--- src/rtl/stby_pkg.sv ---
package stby_pkg;
  typedef enum logic [2:0] {
    PS_RUN     = 3'd0,
    PS_SWSTBY  = 3'd1,
    PS_SETTLE  = 3'd2,
    PS_HWSTBY  = 3'd3,
    PS_RSTHOLD = 3'd4
  } pstate_t;

  localparam int SEL_W      = 3;
  localparam int DIV_W      = 2;
  localparam int SEL_TOP    = 5;                 // highest non-reserved select code
  localparam int DIV_TOP    = (1 << DIV_W) - 1;
endpackage

--- src/rtl/stby_gate.sv ---
module stby_gate #(
  parameter int N_IRQ = 3
) (
  input  logic             stby_sel,
  input  logic             wdog_run,
  input  logic             wdog_mode,
  input  logic             busrel_en,
  input  logic             nmi,
  input  logic [N_IRQ-1:0] irq,
  input  logic [N_IRQ-1:0] irq_en,
  input  logic             irq_mask,
  output logic             entry_ok,
  output logic             wake
);
  logic [N_IRQ-1:0] line_hit;

  for (genvar i = 0; i < N_IRQ; i++) begin : g_line
    assign line_hit[i] = irq[i] & irq_en[i];
  end

  assign entry_ok = stby_sel & ~(wdog_run & wdog_mode) & ~busrel_en;
  assign wake     = nmi | ((|line_hit) & ~irq_mask);
endmodule

--- src/rtl/settle_timer.sv ---
module settle_timer
  import stby_pkg::*;
#(
  parameter int BASE_EXP = 13,
  localparam int CNT_W   = BASE_EXP + SEL_TOP + DIV_TOP + 1
) (
  input  logic             clk,
  input  logic             rst_n,
  input  logic             load,
  input  logic             run,
  input  logic [SEL_W-1:0] sel,
  input  logic [DIV_W-1:0] div,
  output logic             done
);
  logic [SEL_W-1:0] sel_c;
  logic [7:0]       exp_w;
  logic [CNT_W-1:0] load_val;
  logic [CNT_W-1:0] cnt;

  always_comb begin
    sel_c    = (int'(sel) > SEL_TOP) ? SEL_W'(SEL_TOP) : sel;
    exp_w    = 8'(BASE_EXP) + 8'(sel_c) + 8'(div);
    load_val = (CNT_W'(1) << exp_w) - CNT_W'(1);
  end

  always_ff @(posedge clk or negedge rst_n) begin
    if (!rst_n)                 cnt <= '0;
    else if (load)              cnt <= load_val;
    else if (run && cnt != '0)  cnt <= cnt - CNT_W'(1);
  end

  assign done = (cnt == '0);

  // a fresh load with a nonzero exponent never reports done at once
  a_r5_load_not_done: assert property (@(posedge clk) disable iff (!rst_n)
    load && (exp_w != 8'd0) |=> !done);
  // while running the count only moves downward by one
  a_r5_steady_step: assert property (@(posedge clk) disable iff (!rst_n)
    run && !load && !done |=> cnt == $past(cnt) - CNT_W'(1));
endmodule

--- src/rtl/stby_fsm.sv ---
module stby_fsm
  import stby_pkg::*;
(
  input  logic clk,
  input  logic rst_n,
  input  logic sleep_req,
  input  logic entry_ok,
  input  logic wake,
  input  logic pin_reset_n,
  input  logic pin_hwstby_n,
  input  logic tmr_done,
  output logic tmr_load,
  output logic tmr_run,
  output logic osc_en,
  output logic clk_en,
  output logic wake_irq,
  output logic wake_rst
);
  pstate_t st, st_nx;

  always_comb begin
    st_nx = st;
    if (!pin_hwstby_n) begin
      st_nx = PS_HWSTBY;
    end else begin
      case (st)
        PS_RUN: begin
          if (!pin_reset_n)                st_nx = PS_RSTHOLD;
          else if (sleep_req && entry_ok)  st_nx = PS_SWSTBY;
        end
        PS_SWSTBY: begin
          if (!pin_reset_n)  st_nx = PS_RSTHOLD;
          else if (wake)     st_nx = PS_SETTLE;
        end
        PS_SETTLE: begin
          if (!pin_reset_n)  st_nx = PS_RSTHOLD;
          else if (tmr_done) st_nx = PS_RUN;
        end
        PS_HWSTBY:  st_nx = PS_RSTHOLD;
        PS_RSTHOLD: if (pin_reset_n) st_nx = PS_RUN;
        default:    st_nx = PS_RSTHOLD;
      endcase
    end
  end

  always_ff @(posedge clk or negedge rst_n) begin
    if (!rst_n) begin
      st       <= PS_RUN;
      wake_irq <= 1'b0;
      wake_rst <= 1'b0;
    end else begin
      st       <= st_nx;
      wake_irq <= (st == PS_SETTLE)  && (st_nx == PS_RUN);
      wake_rst <= (st == PS_RSTHOLD) && (st_nx == PS_RUN);
    end
  end

  assign tmr_load = (st == PS_SWSTBY) && (st_nx == PS_SETTLE);
  assign tmr_run  = (st == PS_SETTLE);
  assign osc_en   = (st == PS_RUN) || (st == PS_SETTLE) || (st == PS_RSTHOLD);
  assign clk_en   = (st == PS_RUN) || (st == PS_RSTHOLD);

  a_r11_clk_needs_osc: assert property (@(posedge clk) disable iff (!rst_n)
    clk_en |-> osc_en);
  a_r9_hw_forces_off: assert property (@(posedge clk) disable iff (!rst_n)
    !pin_hwstby_n |=> !osc_en && !clk_en);
  a_r7_reset_restores: assert property (@(posedge clk) disable iff (!rst_n)
    pin_hwstby_n && !pin_reset_n |=> osc_en && clk_en);
  a_r6_irq_on_clock_return: assert property (@(posedge clk) disable iff (!rst_n)
    wake_irq |-> clk_en && !$past(clk_en));
  a_r8_rst_single: assert property (@(posedge clk) disable iff (!rst_n)
    wake_rst |=> !wake_rst);
  a_r4_quiet_standby: assert property (@(posedge clk) disable iff (!rst_n)
    (st == PS_SWSTBY) && !wake && pin_reset_n && pin_hwstby_n |=> !osc_en);
  a_r2_refused_entry: assert property (@(posedge clk) disable iff (!rst_n)
    (st == PS_RUN) && !entry_ok && pin_reset_n && pin_hwstby_n |=> clk_en);
endmodule

--- src/rtl/stby_wake_ctrl.sv ---
module stby_wake_ctrl
  import stby_pkg::*;
#(
  parameter int BASE_EXP = 13,
  parameter int N_IRQ    = 3
) (
  input  logic             clk,
  input  logic             rst_n,
  input  logic             stby_sel,
  input  logic             sleep_req,
  input  logic             wdog_run,
  input  logic             wdog_mode,
  input  logic             busrel_en,
  input  logic [2:0]       settle_sel,
  input  logic [1:0]       clk_div,
  input  logic             nmi,
  input  logic [N_IRQ-1:0] irq,
  input  logic [N_IRQ-1:0] irq_en,
  input  logic             irq_mask,
  input  logic             pin_reset_n,
  input  logic             pin_hwstby_n,
  output logic             osc_en,
  output logic             clk_en,
  output logic             wake_irq,
  output logic             wake_rst
);
  logic entry_ok, wake, tmr_load, tmr_run, tmr_done;

  stby_gate #(.N_IRQ(N_IRQ)) u_gate (
    .stby_sel (stby_sel),
    .wdog_run (wdog_run),
    .wdog_mode(wdog_mode),
    .busrel_en(busrel_en),
    .nmi      (nmi),
    .irq      (irq),
    .irq_en   (irq_en),
    .irq_mask (irq_mask),
    .entry_ok (entry_ok),
    .wake     (wake)
  );

  settle_timer #(.BASE_EXP(BASE_EXP)) u_tmr (
    .clk  (clk),
    .rst_n(rst_n),
    .load (tmr_load),
    .run  (tmr_run),
    .sel  (settle_sel),
    .div  (clk_div),
    .done (tmr_done)
  );

  stby_fsm u_fsm (
    .clk         (clk),
    .rst_n       (rst_n),
    .sleep_req   (sleep_req),
    .entry_ok    (entry_ok),
    .wake        (wake),
    .pin_reset_n (pin_reset_n),
    .pin_hwstby_n(pin_hwstby_n),
    .tmr_done    (tmr_done),
    .tmr_load    (tmr_load),
    .tmr_run     (tmr_run),
    .osc_en      (osc_en),
    .clk_en      (clk_en),
    .wake_irq    (wake_irq),
    .wake_rst    (wake_rst)
  );
endmodule

--- config.mk ---
export PLATFORM = sky130hd
export DESIGN_NAME = stby_wake_ctrl
export DESIGN_NICKNAME = d
export VERILOG_FILES = /design/src/rtl/stby_pkg.sv /design/src/rtl/stby_gate.sv /design/src/rtl/settle_timer.sv /design/src/rtl/stby_fsm.sv /design/src/rtl/stby_wake_ctrl.sv
export SDC_FILE = /design/constraint.sdc
export NUM_CORES = 1
export LEC_CHECK = 0
export ABC_AREA = 1
export BUFFER_PORTS_ARGS = -buffer_cell sky130_fd_sc_hd__buf_2
export CAP_MARGIN = 20
export CORE_UTILIZATION = 45
export DETAILED_ROUTE_END_ITERATION = 7
export PLACE_DENSITY = 0.72
export SYNTH_ARGS = -nofsm -noshare
export SYNTH_HDL_FRONTEND = slang
export SYNTH_SLANG_ARGS = --single-unit
export TNS_END_PERCENT = 10
--- constraint.sdc ---
create_clock -name clk -period 4.4 [get_ports clk]
set_input_delay 0.44 -clock clk [delete_from_list [all_inputs] [get_ports clk]]
set_output_delay 0.44 -clock clk [all_outputs]
set_load 0.01 [all_outputs]
# ---- After elaboration in Yosys (flattened, before gate mapping)
# Index checks and enable logic that the tools add are counted.
dict set report op_classes {
  addsub 4
  n_reduce_logical 14
  eq_ne 4
  n_bitwise 11
  muxes 12
  shifts 1
  magnitude_cmp 1
}
# operator n
set ops {}
lappend ops {{$mux 22} 2}
lappend ops {{$mux 3} 9}
lappend ops {{$logic_not 22->1} 1}
lappend ops {{$reduce_bool 22->1} 1}
lappend ops {{$shl 1x8->22 const A} 1}
lappend ops {{$sub 22x1->22 const B} 1}
lappend ops {{$sub 22x2->22 const B} 1}
lappend ops {{$pmux 3 s4} 1}
lappend ops {{$add 8x2->8} 1}
lappend ops {{$and 1x1->1} 7}
lappend ops {{$eq 3x2->1 const B} 2}
lappend ops {{$logic_not 3->1} 2}
lappend ops {{$add 4x3->5 const A} 1}
lappend ops {{$logic_and 1x1->1} 5}
lappend ops {{$eq 3x1->1 const B} 1}
lappend ops {{$eq 3x3->1 const B} 1}
lappend ops {{$gt 3x3->1 const B} 1}
lappend ops {{$logic_or 1x1->1} 3}
lappend ops {{$not 1->1} 3}
lappend ops {{$reduce_or 3->1} 1}
lappend ops {{$reduce_bool 2->1} 1}
lappend ops {{$or 1x1->1} 1}
dict set report totals {
  regBits 27
  in_bits 22
  output_inout_bits 4
}

# ---- Longest topological paths before layout
# Gate-level depths: netlist of the first run.
dict set report logic_depth {
  depth_word 12
  mapped_depth 20
}

# ---- Hierarchy
# A second synthesis of the first run with hierarchy kept.
dict set report unflattened {
  cells_unflattened 422
  hier_area_um2 2595.0
}
# mod area_each_um2 cells_each instances
set modules_own_cells {}
lappend modules_own_cells {settle_timer 2254.7 367 1}
lappend modules_own_cells {stby_fsm 297.8 44 1}
lappend modules_own_cells {stby_gate 42.5 11 1}

# ---- Worst setup path before layout of the first run
# OpenSTA, ideal clock, no wires.
dict set report synth_timing {
  path_type {in2reg}
  start {input port settle_sel[2]}
  end {register u_tmr.cnt[8]}
  arrival_ns 2.874
  path_slack_ns 1.409
  n_path_buf 0
  cell_stages 18
  path_cell_list {a21oi_1 -> inv_1 -> ha_1 -> inv_1 -> fa_1 -> nand2_1 -> nor2_1 -> a21boi_1 -> nand2_1 -> ha_1 -> nand3_4 -> nor2_4 -> o21ai_1 -> nand2_1 -> nand2_1 -> nand2_1 -> nand2_1 -> nand2_1}
}
dict set report synth_via {
  elab_chain_cells 7
}
# item line_no
set synth_rtl {}
lappend synth_rtl {{start, declared} stby_wake_ctrl.sv:14} ;# input logic [2:0] settle_sel,
lappend synth_rtl {{$gt 3x3->1} settle_timer.sv:21} ;# sel_c = (int'(sel) > SEL_TOP) ? SEL_W'(SEL_TOP) : sel;
lappend synth_rtl {{$mux 3 (*)} settle_timer.sv:21}
lappend synth_rtl {{$add 4x3->5 (*)} settle_timer.sv:22} ;# exp_w = 8'(BASE_EXP) + 8'(sel_c) + 8'(div);
lappend synth_rtl {{$add 8x2->8 (*)} settle_timer.sv:22}
lappend synth_rtl {{$shl 1x8->22 (*)} settle_timer.sv:23} ;# load_val = (CNT_W'(1) << exp_w) - CNT_W'(1);
lappend synth_rtl {{$sub 22x2->22 (*)} settle_timer.sv:23}
lappend synth_rtl {{$mux 22 (*)} settle_timer.sv:28} ;# else if (load) cnt <= load_val;
lappend synth_rtl {{end signal, assigned} settle_timer.sv:28}
lappend synth_rtl {{end signal, assigned} settle_timer.sv:29} ;# else if (run && cnt != '0) cnt <= cnt - CNT_W'(1);
lappend synth_rtl {{end, declared} settle_timer.sv:18} ;# logic [CNT_W-1:0] cnt;
# Mark *: on every way between the ends. The rest lies on a longest branch, timed or not.
# A chain may end at the register's enable or synchronous reset.

# ---- Worst setup path in the final report of the first run
# Ends and elaborated chain as after synthesis.

==> metrics.cfg, run 1 <==
[synthesis]
ys_warn_count = 0
ys_types = 45
syn_nets = 462
async_flop_share_pct = 100
ys_seq_area_share_pct = 24.2
synth_largest_area_cell = dfrtp_1
yosys-top-cells-count = nand2_1 (110), nor2_1 (55), inv_1 (48)
synth_area_mm2 = 0.00280
yosysMostFrequentCell = nand2_1
synth_area_leaders = dfrtp_1 (24%), nand2_1 (15%), nor2_1 (7.4%)
yosysTopAreaCellShare_pct = 24.2
syn_area_per_cell_um2 = 6.46
yosys_register_bits = 27
syn_inst = 433
synth_flop_cell = dfrtp_1
synth_edf_count = 0

[setup_path]
critPathKind = in -> reg
crit_path_max_fanout = 7
cp.arrival_ns = 3.37
cp_common_cell = nand2_1
startpoint_type = primary input
crit_chain = buf_2, a21oi_1, inv_1, ha_1, inv_1, fa_1, nand2_1, nor2_1, a21boi_1, nand2_1, ha_1, nand3_4, nor2_4, o21ai_1, nand2_1, nand2_1, nand2_1, nand2_1, nand2_1
crit_buf_inv = 3
crit_slowest_cell = fa_1
end_kind = flip-flop
cp_top_family = adder cells
cpPeakStageDelay_ns = 0.59
worstPathRequired_ns = 4.58

[run]
max_cap_viol_count = 0

[floorplanning]
initial_core_util_pct = 47.0
pin_count = 26
die_area_mm2 = 0.00654
num_rows = 28
coreArea_mm2 = 0.00596
die-width_um = 80.9
die_y_um = 80.9

[detailed_routing]
vias_per_cell = 5.37
vias = 2835
ant_nets = 0
drt_pass1_iterations = 4
route.detailed.drc = 0
finalWirelength_um = 7070
drt_iter0_drc = 223
routedWlPerCell_um = 13.4

[power_and_ir_drop]
ir_drop_v = 0.000171
power_switching_uw = 515
comb_power_share_pct = 50.5
swShare_pct = 46.2
seq_power_share_pct = 35.9
p_per_area_mw_per_mm2 = 372
power_frac_clock_pct = 13.6
internal_power_uw = 600
p_leak_nw = 1.51

[clock_network]
post-cts-setup-buffers = 0
cts.sinks = 27
root_buffer = clkbuf_8
cts_resized = 0
path_clk_slew_ns = 0.10
clock_latency_ns = 0.28
numCtsBuffers = 3
cts_max_level = 1
clock_path_buffers = 2
cts_hold_buffers = 0
cts_tree = built

[sta]
max_freq_ghz = 0.314
period_minus_slack_ns = 3.19
final-setup-viol-count = 0
relSlewSlack_pct = 57.6
tightest_slew_ns = 0.635
rsz0062_at_grt = false
final_max_slew_viol_count = 0
fin_tns_setup_ns = 0
clock_skew_ns = 0.00238
fin_crit_sh_pct = 72.4
hold_viol_final = 0

[finish]
final_util_pct = 50.4
nNetsFinal = 483
layout.cells.non_filler = 528
drive_gt1_share_pct = 16.1
antenna_cells = 0
syn_to_final_growth_pct = 7.25

[grt]
grt_first_pass_wirelength_um = 11900
grt_pass1_vias = 2581
grt_overflow = 0
grt_usage_pct = 23.3
grt_max_degree = 28
antenna_found_initial = 0

[placed_design]
dpl.cell_count = 524
dpl.hpwl_um = 5460
portBuffers = 25
gp_congestion = 0.907

[min_path]
hp-class = in -> async

[outcome]
status = completed

==> through the flow <==
| step | power [mW] | setup slack (ns) | hold slack, ns | instance area [um^2] |
|---|---|---|---|---|
| CTS | 1.11 | 1.22 | 0.188 | 3000 |
| detailed placement | 0.962 | 0.923 | 0.478 | 2960 |
| finish | 1.12 | 1.21 | 0.159 | 3000 |
| global route | 1.21 | 0.861 | 0.209 | 3000 |
| global placement | 0.944 | 1.04 | 0.485 | 2960 |
| floorplan | 0.845 | 1.41 | 0.144 | 2800 |
==> placed cells by master, fill, tap and decap left out, drive strengths merged <==
| master | n |
|---|---|
| dfrtp | 27 |
| o21a | 3 |
| nor3b | 1 |
| o2111ai | 1 |
| a31oi | 2 |
| o22ai | 1 |
| fa | 1 |
| o21ai | 28 |
| o311ai | 1 |
| buf | 26 |
| nor3 | 7 |
| a21boi | 2 |
| a21oi | 19 |
| nand2 | 122 |
| o211ai | 9 |
| inv | 55 |
| clkbuf | 4 |
| nor2 | 66 |
| a22oi | 2 |
| o221ai | 1 |
| o31ai | 3 |
| xnor2 | 3 |
| xor2 | 11 |
| nand3b | 2 |
| ha | 6 |
| nor4 | 1 |
| nand4 | 8 |
| nand3 | 38 |
| or2 | 3 |
==> flip-flops by register name, summed over array words and instances (netlist names) <==
register        count
u_fsm.st            3
u_tmr.cnt          22
u_fsm.wake_irq      1
u_fsm.wake_rst      1
==> power groups by stage <==
stage	sequential [mW]	clock, mW	combinational, mW
2_1_floorplan	0.387	0	0.458
3_3_place_gp	0.401	0	0.543
3_5_place_dp	0.404	0	0.557
4_1_cts	0.399	0.152	0.560
5_1_grt	0.411	0.162	0.638
6_report	0.401	0.151	0.564
==> metal layers <==
layer	up-vias	track usage, %	part of all wire, %
li1	1456	-	-
met1	1316	30.9	48
met2	53	40.1	48
met3	10	1.24	2.5
met4	0	8.04	1.8
met5	-	0	0
==> path summary, 6_finish.rpt <==
path,cells after the start,start,slack [ns],to
max in group asynchronous,1,rst_n,3.82,u_fsm.st[1]$_DFF_PN0_
worst min register to register,2,u_tmr.cnt[1]$_DFFE_PN0P_,0.51,u_tmr.cnt[1]$_DFFE_PN0P_
worst max register to register,12,u_tmr.cnt[0]$_DFFE_PN0P_,1.55,u_tmr.cnt[1]$_DFFE_PN0P_
worst min-delay path,1,rst_n,0.16,u_tmr.cnt[7]$_DFFE_PN0P_
min in group clk,2,pin_hwstby_n,0.43,u_fsm.st[1]$_DFF_PN0_
worst max-delay path,19,settle_sel[2],1.21,u_tmr.cnt[8]$_DFFE_PN0P_
==> kinds of logic (layout without fill, tap and decap cells) <==
kind of cell | after synthesis | after routing | synth area share [%]
AOI/OAI and AO/OA | 72 | 72 | 16.6
xor gates and xnor gates | 14 | 14 | 4.38
adders and majority gates | 7 | 7 | 3.40
buffers and inverters | 65 | 85 | 9.84
DFF | 27 | 27 | 24.2
and+or+nand+nor | 248 | 248 | 41.6
==> area by class of cell <==
class / instances / area (um^2)
Fill cell: 634 / 2960
Multi-Input combinational cell: 341 / 1850
Sequential cell: 27 / 676
Inverter: 55 / 206
Timing Repair Buffer: 26 / 133
Tap cell: 75 / 93.8
Clock buffer: 4 / 45.0
Note: power is estimated with default switching activity, not from simulation.
==> run 2: changes to the inputs <==
--- a/config.mk
+++ b/config.mk
@@ -10,7 +10,7 @@
 export CAP_MARGIN = 20
 export CORE_UTILIZATION = 45
 export DETAILED_ROUTE_END_ITERATION = 7
-export PLACE_DENSITY = 0.72
+export PLACE_DENSITY = 0.75
 export SYNTH_ARGS = -nofsm -noshare
 export SYNTH_HDL_FRONTEND = slang
 export SYNTH_SLANG_ARGS = --single-unit
==> constraint.sdc (replaced) <==
create_clock -name clk -period 2.66 [get_ports clk]
set_input_delay 0.266 -clock clk [delete_from_list [all_inputs] [get_ports clk]]
set_output_delay 0.266 -clock clk [all_outputs]
set_load 0.01 [all_outputs]
==> metrics.cfg, run 2 (synthesis results as in run 1) <==
[outcome]
status = finished, violations left
violations = hold timing

[sta]
max_freq_ghz = 0.389
clock_skew_ns = 0.00366
final-setup-viol-count = 0
fin_crit_sh_pct = 96.6
period_minus_slack_ns = 2.57
holdWs_ns = -0.0127
hold_viol_final = 20
final_max_slew_viol_count = 0
relSlewSlack_pct = 59.4
tightest_slew_ns = 0.609
rsz0062_at_grt = true
fin_ws_ns = 0.0913

[clock_network]
numCtsBuffers = 3
cts_hold_buffers = 0
cts.sinks = 27
path_clk_slew_ns = 0.09
root_buffer = clkbuf_8
clock_path_buffers = 2
clock_latency_ns = 0.27
cts_tree = built
cts_max_level = 1

[setup_path]
cp_top_family = simple AND/OR/NAND/NOR gates
critPathKind = in -> reg
crit_path_max_fanout = 13
crit_slowest_cell = fa_2
crit_buf_inv = 4
cp.arrival_ns = 2.77
startpoint_type = primary input
crit_chain = buf_2, a21oi_2, inv_2, ha_4, inv_1, fa_2, nor2_2, nand4_1, nand2_4, buf_4, nor2_1, nor2_1, nand2_1, nor3_1, nand3_1, a21oi_1
cpPeakStageDelay_ns = 0.39
end_kind = flip-flop
worstPathRequired_ns = 2.86
cp_common_cell = nor2_1

[detailed_routing]
routedWlPerCell_um = 13.1
finalWirelength_um = 7450
drt_pass1_iterations = 5
ant_nets = 0
route.detailed.drc = 0
vias_per_cell = 5.35
vias = 3042
drt_iter0_drc = 173

[floorplanning]
pin_count = 26
die-width_um = 80.9
num_rows = 28
initial_core_util_pct = 47.0
die_y_um = 80.9
coreArea_mm2 = 0.00596
die_area_mm2 = 0.00654

[finish]
largestRegisters = u_tmr.cnt x22, u_fsm.st x3
fill_cells = 586
final_common_cell = nand2_1
final_cell_mix = nand2_1 (106), nor2_1 (49), inv_1 (47)
ff_latch_area_um2 = 676
antenna_cells = 0
multiInputGateArea_mm2 = 0.00195
final_util_pct = 57.3
drive_gt1_share_pct = 27.1
layout.cells.non_filler = 569
syn_to_final_growth_pct = 22.0
nNetsFinal = 524
regMostFlops = u_tmr.cnt
largest_reg_flops = 22
finalInstanceArea_mm2 = 0.00341

[min_path]
hp-class = in -> async

[power_and_ir_drop]
power_mw = 1.97
ir_drop_v = 0.000422
p_per_area_mw_per_mm2 = 577
p_leak_nw = 1.71

[grt]
grt_first_pass_wirelength_um = 12200
met2_usage_pct = 42.1
grt_max_degree = 28
antenna_found_initial = 0
grt_overflow = 0
met1_usage_pct = 30.7
use_met3_pct = 1.46
grt.busiest_layer = met2
grt_pass1_vias = 2756
grt_usage_pct = 23.4

[placed_design]
dpl-instance-area_mm2 = 0.00329
dpl.cell_count = 565
portBuffers = 25
dpl.hpwl_um = 5840
gp_congestion = 0.916
pre_cts_slack_ns = -0.284

[run]
max_cap_viol_count = 0

==> run 2: power by group <==
part	internal [mW]	switching [mW]
Sequential	0.541	0.124
Clock	0.108	0.133
Combinational	0.436	0.629
Total	1.08	0.886
==> run 2: repair_timing <==
item / CTS / global route
setup endpoints to repair: 0 / 18
resized for setup: 0 / 19
buffers inserted: 0 / 0
==> run 2: final timing paths <==
check / startpoint / to / slack (ns) / cells after the start
setup / recovery: settle_sel[1] / u_tmr.cnt[13]$_DFFE_PN0P_ / 0.09 / 16
max in group asynchronous: rst_n / u_tmr.cnt[15]$_DFFE_PN0P_ / 2.27 / 1
hold / removal: rst_n / u_tmr.cnt[10]$_DFFE_PN0P_ / -0.01 / 1
setup reg to reg: u_tmr.cnt[0]$_DFFE_PN0P_ / u_tmr.cnt[15]$_DFFE_PN0P_ / 0.25 / 13
min in group clk: pin_hwstby_n / u_fsm.st[1]$_DFF_PN0_ / 0.27 / 2
hold reg to reg: u_tmr.cnt[1]$_DFFE_PN0P_ / u_tmr.cnt[1]$_DFFE_PN0P_ / 0.52 / 2
==> run 2: area by class of cell <==
class	count	share of cell area, %
clock buffers	4	1.32
inverters	55	6.05
multi-input cells	341	57.2
flip-flops and latches	27	19.8
well taps	75	2.75
repair buffers	67	12.9
==> run 2: metal layers <==
metal | vias to the layer above | wire length, um | part of all wire (%)
met5 | - | 0 | 0
met4 | 0 | 78 | 1.0
met3 | 11 | 266 | 3.6
met2 | 84 | 3760 | 50
met1 | 1409 | 3340 | 45
li1 | 1538 | - | -
==> run 2: per-stage QoR <==
step	hold WS [ns]	setup TNS [ns]
3_5_place_dp	0.313	-3.76
6_report	-0.0127	0
4_1_cts	0.0199	0
5_1_grt	0.0445	-0.0958
3_3_place_gp	0.308	-1.89
2_1_floorplan	-0.0296	-0.00966
==> run 3: changes to the inputs <==
--- a/config.mk
+++ b/config.mk
@@ -8,6 +8,8 @@
 export ABC_AREA = 1
 export BUFFER_PORTS_ARGS = -buffer_cell sky130_fd_sc_hd__buf_2
 export CAP_MARGIN = 20
+export CORE_ASPECT_RATIO = 1.75
+export CORE_MARGIN = 1.5
 export CORE_UTILIZATION = 45
 export DETAILED_ROUTE_END_ITERATION = 7
 export PLACE_DENSITY = 0.75
==> metrics.cfg, run 3 (synthesis results as in run 1) <==
[detailed_routing]
vias_per_cell = 5.34
drt_pass1_iterations = 5
vias = 3093
finalWirelength_um = 8160
route.detailed.drc = 0
ant_nets = 0
drt_iter0_drc = 111
routedWlPerCell_um = 14.1

[sta]
period_minus_slack_ns = 2.62
clock_skew_ns = 0.00504
tightest_slew_ns = 0.617
final-setup-viol-count = 0
fin_ws_ns = 0.0447
fin_tns_setup_ns = 0
relSlewSlack_pct = 58.9
max_freq_ghz = 0.382
rsz0062_at_grt = true
hold_viol_final = 15
fin_crit_sh_pct = 98.3
final_max_slew_viol_count = 0
holdWs_ns = -0.0152

[placed_design]
pre_cts_slack_ns = -0.293
dpl.hpwl_um = 6440
gp_congestion = 1.00
portBuffers = 25

[clock_network]
cts_max_level = 1
clock_latency_ns = 0.28
cts.sinks = 27
cts_tree = built
cts_hold_buffers = 0
clock_path_buffers = 2
root_buffer = clkbuf_8
path_clk_slew_ns = 0.10
numCtsBuffers = 3

[setup_path]
worstRegToRegCells = 13
crit_start = settle_sel[1]
r2r-start = u_tmr.cnt[0]$_DFFE_PN0P_
worstPathRequired_ns = 2.87
critPathKind = in -> reg
end_kind = flip-flop
crit_path_end = u_tmr.cnt[16]$_DFFE_PN0P_
startpoint_type = primary input
r2r_slack_ns = 0.44
r2r_end = u_tmr.cnt[15]$_DFFE_PN0P_
crit_path_max_fanout = 7
cp.arrival_ns = 2.83

[power_and_ir_drop]
ir_drop_v = 0.000295
p_per_area_mw_per_mm2 = 581
p_leak_nw = 1.77

[finish]
nNetsFinal = 531
drive_gt1_share_pct = 29.5
largestRegisters = u_tmr.cnt x22, u_fsm.st x3
largest_reg_flops = 22
syn_to_final_growth_pct = 26.3
fill_cells = 558
final_common_cell = nand2_1
final_cell_mix = nand2_1 (104), nor2_1 (47), inv_1 (46)
ff_latch_area_um2 = 676
regMostFlops = u_tmr.cnt
antenna_cells = 0
multiInputGateArea_mm2 = 0.00199

[grt]
grt_overflow = 0
grt_max_degree = 28
grt_pass1_vias = 3148
grt_usage_pct = 24.6
antenna_found_initial = 0
grt_first_pass_wirelength_um = 13200

[floorplanning]
die_y_um = 107
num_rows = 37
die-width_um = 62.6
coreArea_mm2 = 0.00593
pin_count = 26
die_area_mm2 = 0.00672
initial_core_util_pct = 47.2

[min_path]
hp-class = in -> async

[run]
max_cap_viol_count = 0

[outcome]
violations = hold timing
status = finished, violations left

-- run 3: cell types whose count changed in the layout (fill, tap and decap cells not counted), sizes merged --
cell  delta
buf      +7
-- run 3: timing repair --
action	in CTS	in global routing
pin swaps	0	13
gates resized for setup	1	34
setup endpoints to repair	1	15
buffers inserted	0	2
-- run 3: worst min path at each step --
stage / start / endpoint / slack [ns]
global route: rst_n / u_tmr.cnt[4]$_DFFE_PN0P_ / 0.03
floorplan: rst_n / u_fsm.st[0]$_DFF_PN0_ / -0.03
detailed placement: rst_n / u_tmr.cnt[4]$_DFFE_PN0P_ / 0.31
CTS: rst_n / u_tmr.cnt[4]$_DFFE_PN0P_ / 0.007
finish: rst_n / u_tmr.cnt[4]$_DFFE_PN0P_ / -0.02
global placement: rst_n / u_tmr.cnt[6]$_DFFE_PN0P_ / 0.31
-- run 3: where the power goes --
| part | total [mW] | leakage (nW) | internal (mW) | switching (mW) |
|---|---|---|---|---|
| Clock | 0.242 | 0.0228 | 0.108 | 0.134 |
| Sequential | 0.670 | 0.318 | 0.541 | 0.129 |
| Combinational | 1.14 | 1.43 | 0.462 | 0.678 |
| Total | 2.05 | 1.77 | 1.11 | 0.941 |
-- run 3: through the flow --
stage,utilization (%),hold WS (ns),instances,total power [mW],cell area [um^2]
after detailed placement,56.6,0.313,574,1.73,3350
after global placement,56.6,0.313,574,1.69,3350
after floorplan,-,-0.0296,433,1.41,2830
final,59.6,-0.0152,579,2.05,3530
after global routing,59.6,0.0308,579,2.21,3530
after CTS,57.3,0.00695,578,1.98,3400
-- run 3: layer usage --
metal  track usage, %  vias to the layer above  share of wire (%)
li1                 -                     1549                  -
met1             21.3                     1402                 34
met3             2.20                       38                3.6
met4             19.0                        0                6.7
met5                0                        -                  0
met2             49.8                      104                 55
-- run 3: layout make-up --
class	count	area share, %
Sequential cell	27	19.1
Inverter	55	5.91
Multi-Input combinational cell	341	56.3
Timing Repair Buffer	74	14.6
Clock buffer	4	1.27
Tap cell	78	2.76
-- run 3: critical path, stage by stage --
cell and delay [ns]:
buf_2 0.11, buf_4 0.13, inv_1 0.04, nor2_1 0.03
ha_1 0.31, inv_2 0.05, fa_2 0.60, nand2_1 0.12
nor2_4 0.12, a21boi_4 0.21, nand2_2 0.08, ha_4 0.18
nand3_4 0.11, nor2_4 0.07, buf_4 0.13, nand4_1 0.06
nand3_1 0.07, a21oi_1 0.12
